$ cat src/rtl/mgmt_pkg.sv
package mgmt_pkg;
  localparam int BYTE_W   = 8;
  localparam int WORD_W   = 16;
  localparam int OFF_W    = 5;
  localparam int FLD_W    = 2;
  localparam int PRE_LEN  = 32;
  localparam int HDR_LEN  = PRE_LEN + 4 + 5 + OFF_W;   // driven part of frame
  localparam int TA_LEN   = 2;
  localparam int FRM_LEN  = HDR_LEN + TA_LEN + WORD_W;
  localparam int IDX_W    = $clog2(FRM_LEN);

  localparam logic [BYTE_W-1:0] OFS_CMD  = 8'h0B;
  localparam logic [BYTE_W-1:0] OFS_ADDR = 8'h0C;
  localparam logic [BYTE_W-1:0] OFS_DLO  = 8'h0D;
  localparam logic [BYTE_W-1:0] OFS_DHI  = 8'h0E;

  localparam int CMD_BUSY_BIT = 0;
  localparam int CMD_RD_BIT   = 2;
  localparam int CMD_TGT_BIT  = 3;

  localparam logic [FLD_W-1:0] FLD_RST = 2'b01;
endpackage

$ cat src/rtl/mdio_read_master.sv
module mdio_read_master
  import mgmt_pkg::*;
#(
  parameter int HALF_DIV = 2
) (
  input  logic              clk_i,
  input  logic              rst_ni,
  input  logic              start_i,
  input  logic [FLD_W-1:0]  phy_fld_i,
  input  logic [OFF_W-1:0]  reg_off_i,
  output logic              mdc_o,
  output logic              mdio_o,
  output logic              mdio_oe_o,
  input  logic              mdio_i,
  output logic              done_o,
  output logic [WORD_W-1:0] word_o
);
  localparam int CNT_W = (HALF_DIV > 1) ? $clog2(HALF_DIV) : 1;
  localparam logic [CNT_W-1:0] CNT_MAX = CNT_W'(HALF_DIV - 1);
  localparam logic [IDX_W-1:0] IDX_LAST = IDX_W'(FRM_LEN - 1);
  localparam logic [IDX_W-1:0] IDX_DATA = IDX_W'(HDR_LEN + TA_LEN);
  localparam logic [IDX_W-1:0] IDX_REL  = IDX_W'(HDR_LEN);

  logic              run_q, mdc_q, done_q;
  logic [CNT_W-1:0]  cnt_q;
  logic [IDX_W-1:0]  idx_q;
  logic [HDR_LEN-1:0] hdr_q;
  logic [WORD_W-1:0] shf_q;
  logic              tick;

  assign tick = run_q && (cnt_q == CNT_MAX);

  always_ff @(posedge clk_i or negedge rst_ni) begin
    if (!rst_ni) begin
      run_q  <= 1'b0;
      mdc_q  <= 1'b0;
      done_q <= 1'b0;
      cnt_q  <= '0;
      idx_q  <= '0;
      hdr_q  <= '0;
      shf_q  <= '0;
    end else begin
      done_q <= 1'b0;
      if (start_i && !run_q) begin
        run_q <= 1'b1;
        mdc_q <= 1'b0;
        cnt_q <= '0;
        idx_q <= '0;
        hdr_q <= {{PRE_LEN{1'b1}}, 2'b01, 2'b10, {(5-FLD_W){1'b0}}, phy_fld_i, reg_off_i};
      end else if (tick) begin
        cnt_q <= '0;
        mdc_q <= ~mdc_q;
        if (!mdc_q) begin
          // rising MDC: PHY data is stable here
          if (idx_q >= IDX_DATA) shf_q <= {shf_q[WORD_W-2:0], mdio_i};
        end else if (idx_q == IDX_LAST) begin
          run_q  <= 1'b0;
          done_q <= 1'b1;
        end else begin
          idx_q <= idx_q + 1'b1;
          hdr_q <= {hdr_q[HDR_LEN-2:0], 1'b0};
        end
      end else if (run_q) begin
        cnt_q <= cnt_q + 1'b1;
      end
    end
  end

  assign mdc_o     = mdc_q;
  assign mdio_oe_o = run_q && (idx_q < IDX_REL);
  assign mdio_o    = mdio_oe_o & hdr_q[HDR_LEN-1];
  assign done_o    = done_q;
  assign word_o    = shf_q;
endmodule

$ cat src/rtl/mgmt_host_regs.sv
module mgmt_host_regs
  import mgmt_pkg::*;
#(
  parameter int STUB_CYC = 20
) (
  input  logic              clk_i,
  input  logic              rst_ni,
  input  logic              we_i,
  input  logic [BYTE_W-1:0] addr_i,
  input  logic [BYTE_W-1:0] wdata_i,
  output logic [BYTE_W-1:0] rdata_o,
  output logic              phy_start_o,
  output logic [FLD_W-1:0]  phy_fld_o,
  output logic [OFF_W-1:0]  reg_off_o,
  input  logic              mdio_done_i,
  input  logic [WORD_W-1:0] mdio_word_i,
  output logic              busy_o,
  output logic              tgt_phy_o,
  output logic [1:0]        cmd_bits_o,
  output logic [WORD_W-1:0] result_o
);
  localparam int SC_W = (STUB_CYC > 1) ? $clog2(STUB_CYC) : 1;

  logic [FLD_W-1:0]  fld_q;
  logic [OFF_W-1:0]  off_q;
  logic              sel_q, rd_q, busy_q, tgt_q;
  logic [SC_W-1:0]   stub_q;
  logic [WORD_W-1:0] res_q;
  logic              cmd_wr, start, fin;

  assign cmd_wr = we_i && (addr_i == OFS_CMD) && !busy_q;
  assign start  = cmd_wr && wdata_i[CMD_RD_BIT];
  assign fin    = busy_q && (tgt_q ? mdio_done_i : (stub_q == '0));

  always_ff @(posedge clk_i or negedge rst_ni) begin
    if (!rst_ni) begin
      fld_q  <= FLD_RST;
      off_q  <= '0;
      sel_q  <= 1'b0;
      rd_q   <= 1'b0;
      busy_q <= 1'b0;
      tgt_q  <= 1'b0;
      stub_q <= '0;
      res_q  <= '0;
    end else begin
      if (we_i && addr_i == OFS_ADDR) begin
        fld_q <= wdata_i[7:6];
        off_q <= wdata_i[OFF_W-1:0];
      end
      if (cmd_wr) begin
        sel_q <= wdata_i[CMD_TGT_BIT];
        rd_q  <= wdata_i[CMD_RD_BIT];
      end
      if (start) begin
        busy_q <= 1'b1;
        tgt_q  <= wdata_i[CMD_TGT_BIT];
        stub_q <= SC_W'(STUB_CYC - 1);
      end else if (fin) begin
        busy_q <= 1'b0;
      end else if (busy_q && !tgt_q) begin
        stub_q <= stub_q - 1'b1;
      end
      if (busy_q && tgt_q && mdio_done_i) res_q <= mdio_word_i;
    end
  end

  always_comb begin
    unique case (addr_i)
      OFS_CMD:  rdata_o = {4'b0, sel_q, rd_q, 1'b0, busy_q};
      OFS_ADDR: rdata_o = {fld_q, 1'b0, off_q};
      OFS_DLO:  rdata_o = res_q[7:0];
      OFS_DHI:  rdata_o = res_q[15:8];
      default:  rdata_o = '0;
    endcase
  end

  assign phy_start_o = start && wdata_i[CMD_TGT_BIT];
  assign phy_fld_o   = fld_q;
  assign reg_off_o   = off_q;
  assign busy_o      = busy_q;
  assign tgt_phy_o   = tgt_q;
  assign cmd_bits_o  = {sel_q, rd_q};
  assign result_o    = res_q;
endmodule

$ cat src/rtl/phy_mgmt_bridge.sv
module phy_mgmt_bridge
  import mgmt_pkg::*;
#(
  parameter int HALF_DIV = 2,
  parameter int STUB_CYC = 20
) (
  input  logic              clk_i,
  input  logic              rst_ni,
  input  logic              bus_we_i,
  input  logic [BYTE_W-1:0] bus_addr_i,
  input  logic [BYTE_W-1:0] bus_wdata_i,
  output logic [BYTE_W-1:0] bus_rdata_o,
  output logic              mdc_o,
  output logic              mdio_o,
  output logic              mdio_oe_o,
  input  logic              mdio_i
);
  logic              phy_start, mdio_done, busy, tgt_phy;
  logic [FLD_W-1:0]  phy_fld;
  logic [OFF_W-1:0]  reg_off;
  logic [WORD_W-1:0] mdio_word, result;
  logic [1:0]        cmd_bits;

  mgmt_host_regs #(.STUB_CYC(STUB_CYC)) u_regs (
    .clk_i       (clk_i),
    .rst_ni      (rst_ni),
    .we_i        (bus_we_i),
    .addr_i      (bus_addr_i),
    .wdata_i     (bus_wdata_i),
    .rdata_o     (bus_rdata_o),
    .phy_start_o (phy_start),
    .phy_fld_o   (phy_fld),
    .reg_off_o   (reg_off),
    .mdio_done_i (mdio_done),
    .mdio_word_i (mdio_word),
    .busy_o      (busy),
    .tgt_phy_o   (tgt_phy),
    .cmd_bits_o  (cmd_bits),
    .result_o    (result)
  );

  mdio_read_master #(.HALF_DIV(HALF_DIV)) u_mdio (
    .clk_i     (clk_i),
    .rst_ni    (rst_ni),
    .start_i   (phy_start),
    .phy_fld_i (phy_fld),
    .reg_off_i (reg_off),
    .mdc_o     (mdc_o),
    .mdio_o    (mdio_o),
    .mdio_oe_o (mdio_oe_o),
    .mdio_i    (mdio_i),
    .done_o    (mdio_done),
    .word_o    (mdio_word)
  );
endmodule

$ cat config.mk
export PLATFORM = sky130hd
export DESIGN_NAME = phy_mgmt_bridge
export DESIGN_NICKNAME = d
export VERILOG_FILES = /design/src/rtl/mgmt_pkg.sv /design/src/rtl/mdio_read_master.sv /design/src/rtl/mgmt_host_regs.sv /design/src/rtl/phy_mgmt_bridge.sv
export SDC_FILE = /design/constraint.sdc
export NUM_CORES = 1
export LEC_CHECK = 0
export BUFFER_PORTS_ARGS = -buffer_cell sky130_fd_sc_hd__clkbuf_2
export CAP_MARGIN = 10
export CORE_AREA = 2 2 114 116
export DETAILED_ROUTE_END_ITERATION = 10
export DIE_AREA = 0 0 116 118
export GPL_ROUTABILITY_DRIVEN = 0
export PLACE_DENSITY_LB_ADDON = 0.05
export SETUP_SLACK_MARGIN = 0.2
export SLEW_MARGIN = 20
export SYNTH_ARGS = -nofsm -noshare
export SYNTH_HDL_FRONTEND = slang
export SYNTH_SLANG_ARGS = --single-unit
$ cat constraint.sdc
create_clock -name clk_i -period 6 [get_ports clk_i]
set_clock_uncertainty 0.15 [all_clocks]
set_input_delay 0.3 -clock clk_i [delete_from_list [all_inputs] [get_ports clk_i]]
set_output_delay 0.3 -clock clk_i [all_outputs]
set_load 0.005 [all_outputs]
==> out/qor.log <==
INFO  outcome        result_of_the_run=finished clean
INFO  layout         post-route-util=42.1%
INFO  timing         final_max_slew_viol_count=0
INFO  clock_network  cts.path.max_buffers=2
INFO  floorplanning  fp-row-count=41
INFO  placement      dp_hpwl=5.58mm
INFO  layout         final_net_count=426
INFO  critical_path  path_class=register to register
INFO  floorplanning  fp.dieW=116µm
INFO  yosys          post_synth_mux_area_share=22.3%
INFO  timing         achievable-frequency=427MHz
INFO  timing         crit_path_time_final=2340ps
INFO  detailed_routing ant_nets=0
INFO  critical_path  reg2reg_slack=3660ps
INFO  yosys          post_synth_and_or_nand_nor_area_fraction=12.3%
INFO  critical_path  ff_to_ff_start=u_mdio.idx_q[0]$_DFFE_PN0P_
INFO  detailed_routing drc=0
INFO  critical_path  crit_fanout=48
INFO  critical_path  rr_worst_depth=6
INFO  layout         fillers=1245
INFO  flow_run       number_of_max_cap_violations=0
INFO  clock_network  cts_num_sinks=104
INFO  floorplanning  die_height=118µm
INFO  yosys          synth_seq_area_share=56.5%
INFO  critical_path  cp_cell_sequence=ha_1 -> nand3_1 -> o21ai_4 -> buf_4 -> mux2i_1 -> nand2_1
INFO  grt            wire_length_of_the_first_global_routing_pass=15.0mm
INFO  floorplanning  initial_cell_density_of_the_core=37.1%
INFO  timing         max_slew.worst_pin.slew=905ps
INFO  grt            number_of_antenna_violations_at_the_first_check_in_global_routing=0
INFO  layout         antenna_cells=0
INFO  yosys          synth_ff_type=dfrtp_1
INFO  grt            grt_start_max_net_pins=71
INFO  power          irDropWorstVdd=0.123mV
INFO  power          pwrdens=369nW/µm²
INFO  yosys          syn_area_per_cell=12.3µm²
INFO  placement      placedCellCount=563
INFO  yosys          synth-compound-area-share=4.23%
INFO  worst_hold_path min_path_type=input port to register
INFO  clock_network  clkLatencyLatePin=350ps
INFO  clock_network  cts_made_buffers=9
INFO  grt            globalRouteTotalUtil=14.1%
INFO  critical_path  cpPeakStageDelay=630ps
INFO  critical_path  worst_path_max_delay_cell=buf_4
INFO  critical_path  crit_path_start_kind=register
INFO  clock_network  ctsHtreeMaxLevel=3
INFO  clock_network  cts_setup_buffers=0
INFO  layout         drive_gt1_share=24.8%
INFO  detailed_routing dr_total_vias=2799
INFO  yosys          synth_top_family_by_area=multiplexers
INFO  timing         report.final.setup_viol=0
INFO  yosys          net_count_synth=399
INFO  clock_network  ctsResizeCount=0
INFO  layout         area_delta_synth_final=13.3%
INFO  timing         finalHoldWorstSlack=38.3ps
INFO  floorplanning  fp.coreArea=12400µm²
INFO  yosys          yosysWarnings=0
INFO  timing         final.period_utilization=39.0%
INFO  critical_path  endpoint_kind=register
INFO  yosys          synth_xor_area_share=1.52%
INFO  timing         finalHoldViolations=0
INFO  critical_path  cp-startpoint=u_mdio.idx_q[0]$_DFFE_PN0P_
INFO  yosys          synth_cell_type_count=45
INFO  yosys          syn-cell-area=4610µm²
INFO  detailed_routing firstDrtPassIters=4
INFO  timing         slew-limit-headroom=39.5%
INFO  floorplanning  design.portCount=31
INFO  detailed_routing drt_first_iter_violations=148
INFO  yosys          synth-seq-cells=104
INFO  timing         finalSetupTns=0ps
INFO  detailed_routing routed_wirelength=8.72mm
INFO  grt            global_route_overflow=0
INFO  floorplanning  dieArea=13700µm²
INFO  critical_path  critical_path.endpoint=u_mdio.hdr_q[33]$_DFFE_PN0P_
INFO  yosys          gate_count_after_technology_mapping=376
INFO  yosys          synth_edf_count=0
INFO  critical_path  arrival=2400ps
INFO  critical_path  crit_required=6060ps
INFO  timing         rsz0062_at_grt=no
INFO  clock_network  hold_buffers=1
INFO  clock_network  clock_tree.root_cell=clkbuf_16
INFO  detailed_routing post_drt_wl_per_cell=15.0µm
INFO  layout         final_cells=580
INFO  placement      buffers_on_ports=29
INFO  detailed_routing viasPerCell=4.83
INFO  clock_network  clk_pin_slew=80ps
INFO  critical_path  r2r-end=u_mdio.hdr_q[33]$_DFFE_PN0P_
INFO  power          p_leak=2.50nW
INFO  clock_network  cts_tree=built
INFO  yosys          async_flop_share=100%
INFO  grt            first_global_vias=2913
INFO  yosys          yosys.area_share.adder=0.814%
cell families (layout without fill, tap and decap cells):
family | count (synthesis) | in the layout
compound gates | 31 | 31
xor+xnor | 8 | 8
fa+ha+maj | 3 | 3
buf+inv | 21 | 53
flops | 104 | 104
mux | 95 | 95
simple gates | 114 | 114
cell type report:
class	count	area (µm²)	area share (%)
clock inverters	5	38.8	0.742
well taps	172	215	4.12
repair buffers	34	188	3.59
multi-input cells	251	1920	36.7
clock buffers	11	253	4.83
flip-flops and latches	104	2600	49.8
inverters	3	11.3	0.215
state kept, by name, summed over array words and instances (netlist names), 2 cells and up:
register	flops
u_mdio.hdr_q	46
u_mdio.idx_q	6
u_mdio.word_o	16
u_regs.phy_fld_o	2
u_regs.reg_off_o	5
u_regs.result_o	16
u_regs.stub_q	5
critical path, delay by kind of cell (launching register included):
kind | cells | cell delay [ps]
compound gates | 1 | 160
fa+ha+maj | 1 | 280
buf+inv | 1 | 630
flops | 1 | 410
mux | 1 | 280
simple gates | 2 | 280
routing by layer:
metal | vias up | track usage (%) | routed length, µm
met3 | 8 | 2.52 | 230
met2 | 36 | 21.5 | 4070
met4 | 0 | 5.58 | 108
li1 | 1370 | - | -
met5 | - | 0 | 0
met1 | 1385 | 19.8 | 4310
worst min path at each step:
stage / cells after the start / from / endpoint / slack [ps]
after floorplan: 0 / rst_ni / u_mdio.cnt_q$_DFFE_PN0P_ / -150
after global placement: 1 / rst_ni / u_mdio.hdr_q[45]$_DFFE_PN0P_ / 150
after detailed placement: 1 / rst_ni / u_mdio.hdr_q[45]$_DFFE_PN0P_ / 150
after CTS: 2 / bus_wdata_i[6] / u_regs.phy_fld_o[0]$_DFFE_PN1P_ / 30
after global routing: 2 / bus_wdata_i[4] / u_regs.reg_off_o[4]$_DFFE_PN0P_ / 40
final: 2 / bus_wdata_i[6] / u_regs.phy_fld_o[0]$_DFFE_PN1P_ / 40
Yosys cell counts, types with 2 or more instances:
library cell / count / area [µm²]
xnor2_1: 2 / 17.5
mux2_4: 7 / 105
o21ai_0: 3 / 15.0
clkbuf_1: 3 / 11.3
a22oi_1: 3 / 22.5
nor2b_1: 4 / 25.0
o211ai_1: 3 / 22.5
mux2_2: 34 / 383
o32ai_1: 3 / 26.3
and3_1: 2 / 12.5
dfrtp_1: 103 / 2580
buf_2: 11 / 55.1
nand2_1: 48 / 180
nand4_1: 2 / 12.5
xor2_1: 6 / 52.6
nor2_1: 32 / 120
and4bb_2: 2 / 25.0
buf_4: 2 / 15.0
inv_1: 3 / 11.3
mux2i_1: 54 / 541
nand3_1: 7 / 35.0
a21oi_1: 14 / 70.1
nand4_4: 2 / 42.5
ha_1: 3 / 37.5
nor3_1: 3 / 15.0
power by group:
part	internal (mW)	total (mW)	switching, mW
logic	0.214	0.442	0.227
clock network	0.307	0.570	0.263
registers	0.816	0.919	0.102
total	1.34	1.93	0.593
per-stage QoR:
stage,worst slack (ps),instance area [µm²],power (mW)
4_1_cts,3630,5230,1.96
3_5_place_dp,3660,4930,1.38
6_report,3660,5230,1.93
2_1_floorplan,4090,4610,1.26
5_1_grt,3470,5230,2.05
3_3_place_gp,3620,4930,1.38
layout by cell type, fill, tap and decap left out, types with 2 or more instances in the layout:
master	instances
nor2b_1	4
o32ai_1	3
buf_4	5
nand4_4	2
nor3_1	3
a22oi_1	3
inv_1	3
ha_1	3
nand3_1	7
mux2i_1	54
dfrtp_1	103
o21ai_0	3
nor2_1	32
and4bb_2	2
clkbuf_2	28
mux2_4	7
clkbuf_8	2
mux2_2	34
nand2_1	48
clkbuf_16	9
nand4_1	2
o211ai_1	3
xnor2_1	2
clkinv_4	2
a21oi_1	14
xor2_1	6
and3_1	2
Note: power is estimated with default switching activity, not from simulation.
